$ cat config.mk
export PLATFORM = sky130hd
export DESIGN_NAME = hyst_thresh_unit
export DESIGN_NICKNAME = d
export VERILOG_FILES = /design/src/rtl/hts_pkg.sv /design/src/rtl/hts_ladder.sv /design/src/rtl/hts_band.sv /design/src/rtl/hyst_thresh_unit.sv
export SDC_FILE = /design/constraint.sdc
export NUM_CORES = 1
export LEC_CHECK = 0
export ABC_AREA = 1
export BUFFER_PORTS_ARGS = -buffer_cell sky130_fd_sc_hd__clkbuf_2
export CORE_MARGIN = 5
export CORE_UTILIZATION = 43
export CTS_BUF_LIST = sky130_fd_sc_hd__clkbuf_16
export DETAILED_ROUTE_END_ITERATION = 6
export SYNTH_ARGS = -nofsm -noshare
export SYNTH_HDL_FRONTEND = slang
export SYNTH_SLANG_ARGS = --single-unit
$ cat constraint.sdc
create_clock -name clk -period 7.7 [get_ports clk]
set_input_delay 1.54 -clock clk [delete_from_list [all_inputs] [get_ports clk]]
set_output_delay 1.54 -clock clk [all_outputs]
set_load 0.005 [all_outputs]
$ cat src/rtl/hts_pkg.sv
package hts_pkg;

    // Decision held between clock edges.
    typedef enum logic {
        ST_BELOW = 1'b0,
        ST_ABOVE = 1'b1
    } hts_state_e;

    // Number of bits in a ladder tap setting (64 steps).
    localparam int unsigned LADDER_BITS = 6;

    // Registered state of the unit.
    typedef struct packed {
        hts_state_e st;
    } hts_regs_t;

endpackage

$ cat src/rtl/hts_ladder.sv
module hts_ladder #(
    parameter int unsigned CODE_W = 10,
    parameter int unsigned TAP_W  = 6
) (
    input  logic [CODE_W-1:0] vref_i,
    input  logic [TAP_W-1:0]  tap_i,
    output logic [CODE_W-1:0] code_o
);
    localparam int unsigned PROD_W = CODE_W + TAP_W + 1;

    logic [TAP_W:0]    step;
    logic [PROD_W-1:0] prod;

    // Tap setting T selects (T+1) of 2**TAP_W steps of the reference.
    assign step   = {1'b0, tap_i} + 1'b1;
    assign prod   = PROD_W'(step) * PROD_W'(vref_i);
    assign code_o = CODE_W'(prod >> TAP_W);

endmodule

$ cat src/rtl/hts_band.sv
module hts_band #(
    parameter int unsigned CODE_W = 10,
    parameter int unsigned HBAND  = 16
) (
    input  logic [CODE_W-1:0] center_i,
    output logic [CODE_W-1:0] hi_o,
    output logic [CODE_W-1:0] lo_o
);
    localparam logic [CODE_W:0]   HALF_W   = (CODE_W+1)'(HBAND / 2);
    localparam logic [CODE_W-1:0] CODE_MAX = '1;

    logic [CODE_W:0] sum;

    assign sum = {1'b0, center_i} + HALF_W;

    always_comb begin
        // Upper edge clamps at the top code.
        if (sum[CODE_W]) begin
            hi_o = CODE_MAX;
        end else begin
            hi_o = sum[CODE_W-1:0];
        end
        // Lower edge clamps at zero.
        if ({1'b0, center_i} < HALF_W) begin
            lo_o = '0;
        end else begin
            lo_o = CODE_W'({1'b0, center_i} - HALF_W);
        end
    end

endmodule

$ cat src/rtl/hyst_thresh_unit.sv
module hyst_thresh_unit
    import hts_pkg::*;
#(
    parameter int unsigned CODE_W = 10,
    parameter int unsigned HBAND  = 16
) (
    input  logic              clk,
    input  logic              rst_n,
    input  logic              en_i,
    input  logic              mode_diff_i,
    input  logic              hyst_en_i,
    input  logic [CODE_W-1:0] vin_p_i,
    input  logic [CODE_W-1:0] vin_n_i,
    input  logic [CODE_W-1:0] vref_i,
    input  logic [5:0]        th_up_i,
    input  logic [5:0]        th_dn_i,
    output logic [CODE_W-1:0] thresh_o,
    output logic              above_o
);
    localparam int unsigned NUM_TAPS = 2;
    localparam int unsigned TAP_DN   = 0;
    localparam int unsigned TAP_UP   = 1;

    hts_regs_t regs_d, regs_q;

    logic [LADDER_BITS-1:0] tap_sel  [NUM_TAPS];
    logic [CODE_W-1:0]      tap_code [NUM_TAPS];
    logic [CODE_W-1:0]      band_hi, band_lo;
    logic [CODE_W-1:0]      thr_sel;

    assign tap_sel[TAP_DN] = th_dn_i;
    assign tap_sel[TAP_UP] = th_up_i;

    for (genvar g = 0; g < NUM_TAPS; g++) begin : g_tap
        hts_ladder #(
            .CODE_W (CODE_W),
            .TAP_W  (LADDER_BITS)
        ) u_ladder (
            .vref_i (vref_i),
            .tap_i  (tap_sel[g]),
            .code_o (tap_code[g])
        );
    end

    hts_band #(
        .CODE_W (CODE_W),
        .HBAND  (HBAND)
    ) u_band (
        .center_i (vin_n_i),
        .hi_o     (band_hi),
        .lo_o     (band_lo)
    );

    // Threshold facing away from the held decision, then next decision.
    always_comb begin
        if (mode_diff_i) begin
            if (!hyst_en_i) begin
                thr_sel = vin_n_i;
            end else if (regs_q.st == ST_ABOVE) begin
                thr_sel = band_lo;
            end else begin
                thr_sel = band_hi;
            end
        end else if (regs_q.st == ST_ABOVE) begin
            thr_sel = tap_code[TAP_DN];
        end else begin
            thr_sel = tap_code[TAP_UP];
        end

        regs_d = regs_q;
        if (!en_i) begin
            regs_d.st = ST_BELOW;
        end else if (regs_q.st == ST_BELOW && vin_p_i > thr_sel) begin
            regs_d.st = ST_ABOVE;
        end else if (regs_q.st == ST_ABOVE && vin_p_i < thr_sel) begin
            regs_d.st = ST_BELOW;
        end
    end

    always_ff @(posedge clk or negedge rst_n) begin
        if (!rst_n) begin
            regs_q <= '{st: ST_BELOW};
        end else begin
            regs_q <= regs_d;
        end
    end

    assign thresh_o = thr_sel;
    assign above_o  = (regs_q.st == ST_ABOVE);

endmodule

# Word-level counts from Yosys, hierarchy flattened
# Index checks and enable logic that the tools add are counted.
# W data, S select, Z words.
dict set report totals {
  reg_bits 1
  out_inout_bits 11
  word_cells 23
}
dict set report classes {
  addsub 4
  mul 2
  magnitude_cmp 3
  n_eq_ne 1
  n_mux 9
  bitwise 1
  reduce_logical 2
}
# cell count
set op_table {}
lappend op_table {{$mux W10} 6}
lappend op_table {{$mul A7 B10 Y16} 2}
lappend op_table {{$add A6 B1 Y7 const B} 2}
lappend op_table {{$add A10 B4 Y11 const B} 1}
lappend op_table {{$gt A10 B10 Y1} 1}
lappend op_table {{$lt A10 B10 Y1} 1}
lappend op_table {{$lt A10 B4 Y1 const B} 1}
lappend op_table {{$sub A10 B4 Y10 const B} 1}
lappend op_table {{$mux W1} 3}
lappend op_table {{$ne A3 B1 Y1 const B} 1}
lappend op_table {{$logic_and A1 B1 Y1} 2}
lappend op_table {{$not A1 Y1} 1}

# Longest topological paths before layout
dict set report depth {
  word_depth 10
  depth_mapped 34
  depth_no_buf 34
}

# Hierarchy
# Synthesis repeated with hierarchy kept, for this count alone.
dict set report hier_totals {
  cells_unflattened 933
  area_unflattened_um2 6028.3
}
# module n_inst cells_per_inst area_each_um2 seq_area_each_um2
set modules_own_cells {}
lappend modules_own_cells {{hts_ladder at g_tap[1].u_ladder} 1 360 2384.8 0.0}
lappend modules_own_cells {{hts_ladder at g_tap[0].u_ladder} 1 355 2357.3 0.0}
lappend modules_own_cells {hyst_thresh_unit 1 133 812.0 25.0}
lappend modules_own_cells {hts_band 1 85 474.2 0.0}

# Worst setup path before layout
# No wires, ideal clock.
dict set report synth_path {
  path_type {input-to-output}
  start {in th_up_i[0]}
  end {out thresh_o[8]}
  arrival_ps 5697
  required_time_ps 6160
  slack_ps 463
  stages 20
  cell_sequence {ha_1 > nand3_1 > nor2_1 > nor2_1 > inv_1 > nor2_1 > fa_1 > fa_1 > fa_1 > inv_1 > fa_1 > inv_1 > ha_1 > a21oi_1 > o21ai_0 > a21oi_1 > nand3_1 > nand3_2 > nand2_2 > a21oi_2}
}
dict set report synth_via {
  elab_chain_cells 4
}
# item line_no
set synth_rtl {}
lappend synth_rtl {{start, declared} hyst_thresh_unit.sv:15} ;# input logic [5:0] th_up_i,
lappend synth_rtl {{$add A6 B1 Y7} hts_ladder.sv:15} ;# assign step = {1'b0, tap_i} + 1'b1;
lappend synth_rtl {{$mul A7 B10 Y16} hts_ladder.sv:16} ;# assign prod = PROD_W'(step) * PROD_W'(vref_i);
lappend synth_rtl {{$mux W10} hyst_thresh_unit.sv:64} ;# end else if (regs_q.st == ST_ABOVE) begin
lappend synth_rtl {{$mux W10} hyst_thresh_unit.sv:56} ;# if (mode_diff_i) begin
lappend synth_rtl {{end, declared} hyst_thresh_unit.sv:17} ;# output logic [CODE_W-1:0] thresh_o,
# Every way passes these cells.

# Worst setup path in the final report
dict set report layout_path {
  start {in th_up_i[1]}
  end {out thresh_o[5]}
}
# The elaborated chain is that of the path after synthesis.

==> flow_summary_export.csv <==
group,metric,value,unit
synth,ys_seq_area_frac,0.00435,
routing,drt_iter0_markers,287,
sta,slew_headroom,0.526,
setup_path,critical_path_class,"in2out",
layout,final_util,0.538,
sta,final-setup-viol-count,0,
sta,drv_slew,0,
die,die_area,15800,µm²
die,rows,42,
power,switching_share,0.575,
routing,drt_wl_total,15800,µm
die,die_y,126,µm
power,power.density,239,nW/µm²
sta,fin_crit,7.45,ns
die,num_io_pins,58,
synth,yosys.area.top_type_share,0.258,
routing,vias,5682,
global_route,grt_max_degree,20,
global_route,grt_pass1_wl,27200,µm
synth,synth_cell_types,41,
placed_design,portBuffers,57,
setup_path,worst_path_max_delay_cell,"fa_1",
layout,largest_reg_flops,1,
power,p_total,1.69,mW
routing,antenna_left,0,
layout,layout_common_cells,"209 x nand2_1, 188 x inv_1, 87 x nor2_1, 73 x fa_1, 66 x ha_1",
synth,synth_ff_type,"dfrtp_1",
layout,layout-drive-gt1-share,0.243,
synth,syn-instance-count,901,
synth,yosys.area.top_type,"fa_1",
layout,layout.nets,1209,
routing,wl_per_cell,13.4,µm
global_route,grt.total_usage,0.202,
global_route,first_global_vias,5680,
setup_path,crit_fanout,6,
job,maxCapViolations,0,
placed_design,routabilityCongestion,0.903,
routing,firstDrtPassIters,4,
synth,yosys-top-cells-area,"fa_1 26%, ha_1 17%, nand2_1 15%, inv_1 13%, nor2_1 7.0%",
die,coreArea,13200,µm²
sta,final.setup_skew,0,ns
clocking,clk_latency,0,ns
layout,diodes,0,
power,p_leak,4.11,nW
global_route,antenna_found_initial,0,
setup_path,crit_arrival,5.91,ns
synth,syn_area,5750,µm²
setup_path,cp_top_family,"adder cells",
power,ir_drop,0.125,mV
power,seqPwrFrac,0.008,
setup_path,crit_path_end_kind,"primary output",
synth,synth-async-reset-ratio,1.00,
setup_path,crit_path_start_kind,"input port",
power,p_sw,0.975,mW
synth,yosysWarnings,0,
synth,synth_edf_count,0,
global_route,grt_overflow_total,0,
sta,timing.fmax,134,MHz
power,p_comb_frac,0.992,
clocking,cts_hold_buf,0,
sta,min_period_over_period,0.967,
power,p_int,0.720,mW
status,status,"finished, final reports clean",
die,initial_core_util,0.436,
synth,ys_ff_latch,1,
layout,final_common_cell,"nand2_1",
setup_path,slowest_delay,0.55,ns
placed_design,dp_hpwl,13700,µm
sta,hold_viol,0,
power,pwr-share-clk,0,
die,die_w,126,µm
hold_path,min_path_type,"in2async",
setup_path,worstPathRequired,6.16,ns
routing,route.detailed.drc,0,
synth,syn_area_per_cell,6.38,µm²
routing,via_per_inst,4.79,
synth,syn-num-nets,1098,
layout,syn_to_final_growth,23.5,%
setup_path,timing.critical_path.buf_inv,7,
setup_path,crit_top_cell,"fa_1",
sta,tightest_slew,0.710,ns
clocking,clkTransAtPathRegs,0,ns
-- power groups by stage --
stage	Combinational (mW)	Clock [mW]	Sequential, mW
3_3_place_gp	1.44	0	0.0134
4_1_cts	1.47	0	0.0135
3_5_place_dp	1.44	0	0.0136
5_1_grt	1.92	0	0.0143
2_1_floorplan	0.984	0	0.00707
6_report	1.68	0	0.0136
-- worst paths after layout --
kind                             from           to  slack (ns)  cells after the start
min in group clk              above_o      above_o        1.44                      7
min                             rst_n      above_o        1.32                      1
min reg2reg                   above_o      above_o        1.44                      7
max                        th_up_i[1]  thresh_o[5]        0.25                     26
max in group asynchronous       rst_n      above_o        6.30                      1
max reg2reg                   above_o      above_o        4.56                     14
-- area by class of cell --
cell class	instances	area [µm²]
flip-flops and latches	1	25.0
inverters	209	785
fillers	1348	6090
repair buffers	123	816
well taps	176	220
multi-input cells	677	5260
-- cell usage after synthesis (all sizes together) (2+ instances only) --
library cell / number
o21a: 2
nor2: 111
o211ai: 2
ha: 76
inv: 205
buf: 10
xnor2: 5
fa: 74
clkbuf: 4
clkinv: 4
xor2: 9
nand2: 243
o21ai: 24
a21o: 2
nand4: 6
or2: 3
nor3: 5
and2: 3
a21oi: 39
nand3: 60
o21bai: 4
nor4: 2
-- worst register-to-register path, stage by stage (launching register included) --
cell      delay [ns]
dfrtp_1         0.78
inv_1           0.51
nand2_1         0.29
inv_1           0.09
nand3_1         0.07
o221ai_1        0.12
nand2_1         0.10
nand2_2         0.06
buf_4           0.13
ha_1            0.26
nand2_1         0.05
nor2_1          0.12
nand4_1         0.12
o31ai_1         0.23
a41oi_1         0.07
-- routing by layer --
| metal | up-vias | wire [µm] | global-route usage |
|---|---|---|---|
| met3 | 15 | 757 | 0.0157 |
| met1 | 2566 | 7500 | 0.297 |
| met2 | 140 | 7370 | 0.338 |
| li1 | 2961 | - | - |
| met5 | - | 0 | 0 |
| met4 | 0 | 200 | 0.0153 |
-- stage by stage --
stage | cells | instance area [µm²] | setup TNS, ns | worst slack, ns | hold WS [ns]
after detailed placement | 1178 | 6620 | -0.639 | -0.150 | 1.32
after global placement | 1178 | 6620 | -0.561 | -0.125 | 1.31
after global routing | 1186 | 7100 | -0.186 | -0.0363 | 1.32
final | 1186 | 7100 | 0 | 0.254 | 1.32
after floorplan | 901 | 5750 | 0 | 0.463 | 1.06
after CTS | 1178 | 6650 | -0.0358 | -0.0358 | 1.32
-- kinds of logic (layout without fill, tap and decap cells) --
family                     after synthesis  in the layout  share of synthesized area
and+or+nand+nor                        435            435                      0.324
buffers and inverters                  223            332                      0.151
adders and majority gates              150            150                      0.423
AOI/OAI and AO/OA                       78             78                     0.0764
xor gates and xnor gates                14             14                     0.0213
DFF                                      1              1                    0.00435
-- repair_timing --
item	4_1_cts	5_1_grt
setup endpoints to repair	7	9
buffers inserted	0	8
gates resized for setup	8	111
pin swaps	0	46
Note: power is estimated with default switching activity, not from simulation.
